<file path="config.mk">
export PLATFORM = sky130hd
export DESIGN_NAME = xfer_count_chan
export DESIGN_NICKNAME = d
export VERILOG_FILES = /design/src/rtl/xfer_count_pkg.sv /design/src/rtl/xfer_byte_ptr.sv /design/src/rtl/xfer_word_pair.sv /design/src/rtl/xfer_count_chan.sv
export SDC_FILE = /design/constraint.sdc
export NUM_CORES = 1
export LEC_CHECK = 0
export BUFFER_PORTS_ARGS = -buffer_cell sky130_fd_sc_hd__buf_4
export CAP_MARGIN = 25
export CORE_MARGIN = 3
export CORE_UTILIZATION = 55
export CTS_BUF_LIST = sky130_fd_sc_hd__clkbuf_2
export CTS_CLUSTER_DIAMETER = 50
export DETAILED_ROUTE_END_ITERATION = 10
export PLACE_DENSITY = 0.76
export SYNTH_ARGS = -nofsm -noshare
export SYNTH_HDL_FRONTEND = slang
export SYNTH_SLANG_ARGS = --single-unit
</file>
<file path="constraint.sdc">
create_clock -name clk -period 4.75 [get_ports clk]
set_input_delay 0.2375 -clock clk [delete_from_list [all_inputs] [get_ports clk]]
set_output_delay 0.2375 -clock clk [all_outputs]
set_load 0.02 [all_outputs]
</file>
<file path="src/rtl/xfer_count_pkg.sv">
package xfer_count_pkg;

  localparam int WORD_W = 16;
  localparam int BYTE_W = 8;
  localparam int NBYTES = WORD_W / BYTE_W;
  localparam int PTR_W  = (NBYTES > 1) ? $clog2(NBYTES) : 1;
  localparam int NREGS  = 2;

  typedef logic [WORD_W-1:0] word_t;
  typedef logic [BYTE_W-1:0] byte_t;
  typedef logic [PTR_W-1:0]  ptr_t;

  // register selector on the host port
  typedef enum logic {
    SEL_ADDR  = 1'b0,
    SEL_COUNT = 1'b1
  } reg_sel_e;

  // one step of a current register, downward or upward
  function automatic word_t step_word(word_t w, logic down);
    return down ? word_t'(w - word_t'(1)) : word_t'(w + word_t'(1));
  endfunction

  // count sits at the value whose decrement wraps
  function automatic logic at_wrap(word_t w);
    return (w == '0);
  endfunction

  // replace one byte lane of a word
  function automatic word_t merge_byte(word_t old, byte_t d, ptr_t idx);
    word_t r;
    r = old;
    r[idx*BYTE_W +: BYTE_W] = d;
    return r;
  endfunction

  // extract one byte lane of a word
  function automatic byte_t pick_byte(word_t w, ptr_t idx);
    return w[idx*BYTE_W +: BYTE_W];
  endfunction

  // pointer advance with wrap at the last lane
  function automatic ptr_t next_ptr(ptr_t p);
    return (p == ptr_t'(NBYTES-1)) ? '0 : ptr_t'(p + ptr_t'(1));
  endfunction

endpackage

</file>
<file path="src/rtl/xfer_byte_ptr.sv">
module xfer_byte_ptr
  import xfer_count_pkg::*;
(
  input  logic clk,
  input  logic rst_n,
  input  logic clr,
  input  logic access,
  output ptr_t ptr
);

  ptr_t ptr_q;

  always_ff @(posedge clk or negedge rst_n) begin
    if (!rst_n) begin
      ptr_q <= '0;
    end else if (clr) begin
      ptr_q <= '0;
    end else if (access) begin
      ptr_q <= next_ptr(ptr_q);
    end
  end

  assign ptr = ptr_q;

  AST_PTR_CLR_LOW: assert property (@(posedge clk) disable iff (!rst_n)
    clr |=> (ptr == '0));

  AST_PTR_MOVES: assert property (@(posedge clk) disable iff (!rst_n)
    (access && !clr) |=> (ptr != $past(ptr)));

  AST_PTR_IDLE_HOLD: assert property (@(posedge clk) disable iff (!rst_n)
    (!access && !clr) |=> $stable(ptr));

endmodule

</file>
<file path="src/rtl/xfer_word_pair.sv">
module xfer_word_pair
  import xfer_count_pkg::*;
(
  input  logic  clk,
  input  logic  rst_n,
  input  logic  wr_en,
  input  ptr_t  wr_idx,
  input  byte_t wr_data,
  input  logic  step,
  input  logic  down,
  input  logic  reload,
  output word_t cur
);

  word_t cur_q;
  word_t base_q;
  word_t stepped;
  word_t cur_nxt;
  word_t base_nxt;

  assign stepped  = step_word(cur_q, down);
  assign base_nxt = merge_byte(base_q, wr_data, wr_idx);

  // priority: host write over reload over step
  always_comb begin
    cur_nxt = cur_q;
    if (step)   cur_nxt = stepped;
    if (reload) cur_nxt = base_q;
    if (wr_en)  cur_nxt = merge_byte(cur_q, wr_data, wr_idx);
  end

  always_ff @(posedge clk or negedge rst_n) begin
    if (!rst_n) begin
      cur_q  <= '0;
      base_q <= '0;
    end else begin
      cur_q <= cur_nxt;
      if (wr_en) base_q <= base_nxt;
    end
  end

  assign cur = cur_q;

  AST_BASE_HOST_ONLY: assert property (@(posedge clk) disable iff (!rst_n)
    !wr_en |=> $stable(base_q));

  AST_WRITE_WINS: assert property (@(posedge clk) disable iff (!rst_n)
    wr_en |=> (pick_byte(cur_q, $past(wr_idx)) == $past(wr_data)));

  AST_RELOAD_BASE: assert property (@(posedge clk) disable iff (!rst_n)
    (reload && !wr_en) |=> (cur_q == $past(base_q)));

  AST_STEP_ONE: assert property (@(posedge clk) disable iff (!rst_n)
    (step && !reload && !wr_en) |=>
      (cur_q == ($past(down) ? word_t'($past(cur_q) - 1'b1)
                             : word_t'($past(cur_q) + 1'b1))));

  AST_IDLE_HOLD: assert property (@(posedge clk) disable iff (!rst_n)
    (!step && !reload && !wr_en) |=> $stable(cur_q));

endmodule

</file>
<file path="src/rtl/xfer_count_chan.sv">
module xfer_count_chan
  import xfer_count_pkg::*;
(
  input  logic              clk,
  input  logic              rst_n,
  input  logic              ptr_clr,
  input  logic              wr_en,
  input  logic              rd_en,
  input  logic              reg_sel,
  input  logic [BYTE_W-1:0] wr_data,
  output logic [BYTE_W-1:0] rd_data,
  input  logic              addr_down,
  input  logic              auto_init,
  input  logic              xfer,
  input  logic              eop_in,
  output logic              tc,
  output logic              eop_out,
  output logic [WORD_W-1:0] cur_addr,
  output logic [WORD_W-1:0] cur_count
);

  // named internal events
  ptr_t  ptr;
  logic  host_access;
  logic  cnt_zero;
  logic  wrap_evt;
  logic  end_evt;
  logic  reload_evt;
  word_t cur_w [NREGS];
  logic  tc_q;
  logic  eop_q;

  assign host_access = wr_en | rd_en;

  xfer_byte_ptr u_ptr (
    .clk    (clk),
    .rst_n  (rst_n),
    .clr    (ptr_clr),
    .access (host_access),
    .ptr    (ptr)
  );

  for (genvar k = 0; k < NREGS; k++) begin : g_reg
    logic k_wr;
    logic k_down;
    assign k_wr   = wr_en && (reg_sel == k[0]);
    assign k_down = (k == int'(SEL_COUNT)) ? 1'b1 : addr_down;

    xfer_word_pair u_pair (
      .clk     (clk),
      .rst_n   (rst_n),
      .wr_en   (k_wr),
      .wr_idx  (ptr),
      .wr_data (wr_data),
      .step    (xfer),
      .down    (k_down),
      .reload  (reload_evt),
      .cur     (cur_w[k])
    );
  end

  assign cur_addr   = cur_w[SEL_ADDR];
  assign cur_count  = cur_w[SEL_COUNT];
  assign cnt_zero   = at_wrap(cur_count);
  assign wrap_evt   = xfer & cnt_zero;
  assign end_evt    = wrap_evt | eop_in;
  assign reload_evt = end_evt & auto_init;
  assign rd_data    = pick_byte(cur_w[reg_sel], ptr);

  always_ff @(posedge clk or negedge rst_n) begin
    if (!rst_n) begin
      tc_q  <= 1'b0;
      eop_q <= 1'b0;
    end else begin
      tc_q  <= wrap_evt;
      eop_q <= end_evt;
    end
  end

  assign tc      = tc_q;
  assign eop_out = eop_q;

  AST_RESET_CLEAR: assert property (@(posedge clk)
    !rst_n |=> (cur_count == '0 && cur_addr == '0 && !tc && !eop_out));

  AST_TC_AFTER_WRAP: assert property (@(posedge clk) disable iff (!rst_n)
    (xfer && cur_count == '0) |=> tc);

  AST_TC_NEEDS_ZERO: assert property (@(posedge clk) disable iff (!rst_n)
    tc |-> ($past(xfer) && $past(cur_count) == '0));

  AST_EOP_FOLLOWS: assert property (@(posedge clk) disable iff (!rst_n)
    (eop_in || (xfer && cur_count == '0)) |=> eop_out);

  AST_HOLD_FFFF: assert property (@(posedge clk) disable iff (!rst_n)
    (wrap_evt && !auto_init && !(wr_en && reg_sel)) |=> (cur_count == '1));

  AST_LONE_EOP: assert property (@(posedge clk) disable iff (!rst_n)
    (eop_in && !auto_init && !xfer && !wr_en) |=>
      ($stable(cur_count) && $stable(cur_addr)));

  AST_SINGLE_PULSE: assert property (@(posedge clk) disable iff (!rst_n)
    (eop_out && !$past(end_evt, 2)) |=> !eop_out || $past(end_evt));

endmodule

</file>
==> impl_results.md <==
- Remaining DRCs: 0
- Critical path capture point type: flop
- Num rows: 31
- Top cell type's share of synthesized area: 40.1%
- Maximum clock path buffer count: 2
- Worst Setup Path Type: flop to flop
- Top_reg_cell synth: dfrtp_1
- Inserted Clock Buffers: 9
- Seq/Total Area, Yosys: ~40%
- Hold Path End: u_ptr.ptr$_DFFE_PN0P_
- Vias in the first global route: 3,761
- Clock skew: roughly 0.035 ns
- Worst Max-Slew Pin Slew: between 1 and 1.5 ns
- FF-to-FF End: g_reg[1].u_pair.cur[13]$_DFFE_PN0P_
- Hold crit path type: input pin to flop
- Relative slew slack: around 31%
- Synth top area cells: dfrtp_1 (40%), nand2_1 (10%), a21oi_1 (5.3%)
- Hold Crit Depth: 4
- Async SR Flop Fraction: between 90% and 100%
- Worst-path clk slew: between 0.2 and 0.25 ns
- Final Critical Period: ~2.9 ns
- Outcome: finished, final reports clean
- Die Y: ~93 um
- Core Util, Final: between 60% and 70%
- Initial core utilization: 57.0%
- Commonest non-fill, non-tap cell in the layout: nand2_1
- Max-Cap Viols: 0
- Cells after synthesis: 470
- Core Box Area: ~7300 sq um
- RSZ-0062 raised after global routing: no
- Syn avg cell area: roughly 8.9 sq um
- Netlist Area Pre-Place: about 4200 sq um
- Reg2Reg Depth: 9
- CP max FO: 24
- Post-synth cell types: 54
- Die area: just under 9000 sq um
- Clk_lat worst skew: 0.52 ns
- CTS tree: yes
- DP HPWL: roughly 8.5 mm
- Via count: between 3k and 4k
- Initial antenna violation count: 0
- Startpoint types: flop
- Clock Sinks: 67
- Power Density: 543 nW/um^2
- Count of pins over their slew limit: 0
- Synthesized net count: 505
- Post-synthesis register bit count: 67
- Largest net degree at the start of global routing: 68
- Worst VDD drop: around 0.23 mV
- DRT Pass-1 Iters: 6
- Total Routing Usage GR: a little under a third
- Placed cell count: ~600
- RD Place Congestion: 0.930
- Ant. Diodes: 0
- Number of synthesis warnings: 0
- Filler cells: approximately 620
- I/O Buffers: roughly 60
- FMAX: about 350 MHz
- P_leak: roughly 2.2 nW
- R2R Setup Slk: ~1.9 ns
- Final ANT Viol Nets: 0
- Final period utilization: roughly three fifths
- WL/cell: between 15 and 20 um
- Global-route wire length before repair: 20.0 mm
- Gr ovfl total: 0
- TNS Setup: 0 ns
- Synth-to-Final Area Change: 16.1%
- Cell taking the most area after synthesis: dfrtp_1
- First-iteration detailed-routing DRC count: about 330
- Worst path required time: slightly above 5 ns
- H-tree depth: 3
- Setup bufs post-CTS: 0
- Commonest non-fill, non-tap cells in the layout: nand2_1 (111), dfrtp_1 (67), buf_4 (60)
- Nets: 561
- Clock Root Buffer: clkbuf_2
- Post-synth EDFFs: 0
- Worst path arrival time: 3.26 ns
- Final hold vios: 0
- Share of cells above drive strength 1: 18.9%
- Setup violators final: 0
- Hold WS: roughly 0.029 ns
- Die width: around 93 um
- Routed wire length: 12.3 mm
- CTS Hold Buffers Added: 11
- Reg2reg start: g_reg[1].u_pair.cur[0]$_DFFE_PN0P_
- HP Start: rd_en
- Via density: a little over 6
- CTS resizes: 0
- IO Count: 60
- Final cell count without fillers: 629
[per-layer routing]
| metal | vias up | wire (um) | GRT usage [%] |
|---|---|---|---|
| met5 | - | 0 | 0 |
| met4 | 0 | 272 | 10.9 |
| met3 | 23 | 1210 | 6.44 |
| met2 | 226 | 5490 | 44.0 |
| met1 | 1863 | 5340 | 43.9 |
| li1 | 1802 | - | - |
[how the worst max path moves through the flow]
stage | from | endpoint | slack, ns
finish | g_reg[1].u_pair.cur[0]$_DFFE_PN0P_ | g_reg[1].u_pair.cur[13]$_DFFE_PN0P_ | 1.88
global route | g_reg[1].u_pair.cur[0]$_DFFE_PN0P_ | g_reg[1].u_pair.cur[13]$_DFFE_PN0P_ | 1.74
CTS | g_reg[1].u_pair.cur[0]$_DFFE_PN0P_ | g_reg[1].u_pair.cur[13]$_DFFE_PN0P_ | 1.95
detailed placement | g_reg[1].u_pair.cur[0]$_DFFE_PN0P_ | g_reg[1].u_pair.cur[13]$_DFFE_PN0P_ | 2.03
global placement | g_reg[1].u_pair.cur[0]$_DFFE_PN0P_ | g_reg[1].u_pair.cur[13]$_DFFE_PN0P_ | 2.11
floorplan | g_reg[0].u_pair.cur[0]$_DFFE_PN0P_ | g_reg[0].u_pair.cur[12]$_DFFE_PN0P_ | 2.65
[critical path, stage by stage, from the launching register on]
cell      delay, ns
dfrtp_1        0.48
inv_1          0.11
ha_1           0.23
nor4bb_1       0.14
and4_4         0.21
o21ai_2        0.79
buf_4          0.38
and3_1         0.20
o21ai_1        0.06
o221a_2        0.15
[area by class of cell]
cell class | instances | area (sq um) | area share [%]
clock inverter | 6 | 81.3 | 1.68
sequential | 67 | 1680 | 34.5
inverter | 6 | 22.5 | 0.464
tap | 99 | 124 | 2.55
clock buffer | 9 | 45.0 | 0.928
multi-input combinational | 371 | 2340 | 48.3
timing repair buffer | 71 | 561 | 11.5
[metrics by stage]
step	total power, W	area [sq um]	setup WS [ns]
floorplan	0.00176	4180	2.65
CTS	0.00261	4850	1.95
detailed placement	0.00222	4620	2.03
finish	0.00264	4850	1.88
global placement	0.00220	4620	2.11
global route	0.00279	4850	1.74
[registers in the layout, indices dropped and copies added (netlist names)]
name             count
eop_out              1
g.u_pair.base_q     32
g.u_pair.cur        32
tc                   1
u_ptr.ptr            1
[synth_stat cells, types with 2 or more instances]
cell / number
a31oi_1: 5
o211ai_1: 3
mux2i_1: 2
nand3_1: 7
buf_1: 2
a21oi_1: 44
xor2_1: 14
and3_1: 4
inv_1: 6
ha_1: 16
a21o_1: 2
nand4_1: 3
nor2_1: 28
o221a_2: 2
dfrtp_1: 67
or2_2: 2
nand3b_1: 3
nor3_1: 5
o21a_1: 3
buf_2: 3
o21ai_1: 11
clkbuf_1: 16
a22oi_1: 5
o31ai_1: 3
mux2_2: 8
mux4_2: 8
o22a_1: 4
a211oi_1: 5
buf_6: 5
nand2_1: 111
o21ai_0: 15
o22ai_1: 22
nand2b_1: 4
xnor2_1: 12
[power breakdown]
part	internal, W	switching, W	total [W]
Sequential	0.000726	0.000234	0.000959
Combinational	0.000575	0.000720	0.00129
Clock	0.000168	0.000213	0.000381
Total	0.00147	0.00117	0.00264
[logic make-up (layout without fill, tap and decap cells)]
group / count (synthesis) / after routing / share of synthesized area (%)
AO/OA/AOI/OAI: 133 / 133 / 19.7
XOR/XNOR: 26 / 26 / 5.45
adder cells (fa/ha/maj): 17 / 17 / 5.27
buffers and inverters: 32 / 92 / 3.86
flip-flops: 67 / 67 / 40.1
multiplexers: 18 / 18 / 6.94
AND/OR/NAND/NOR: 177 / 177 / 18.7
Note: power is estimated with default switching activity, not from simulation.
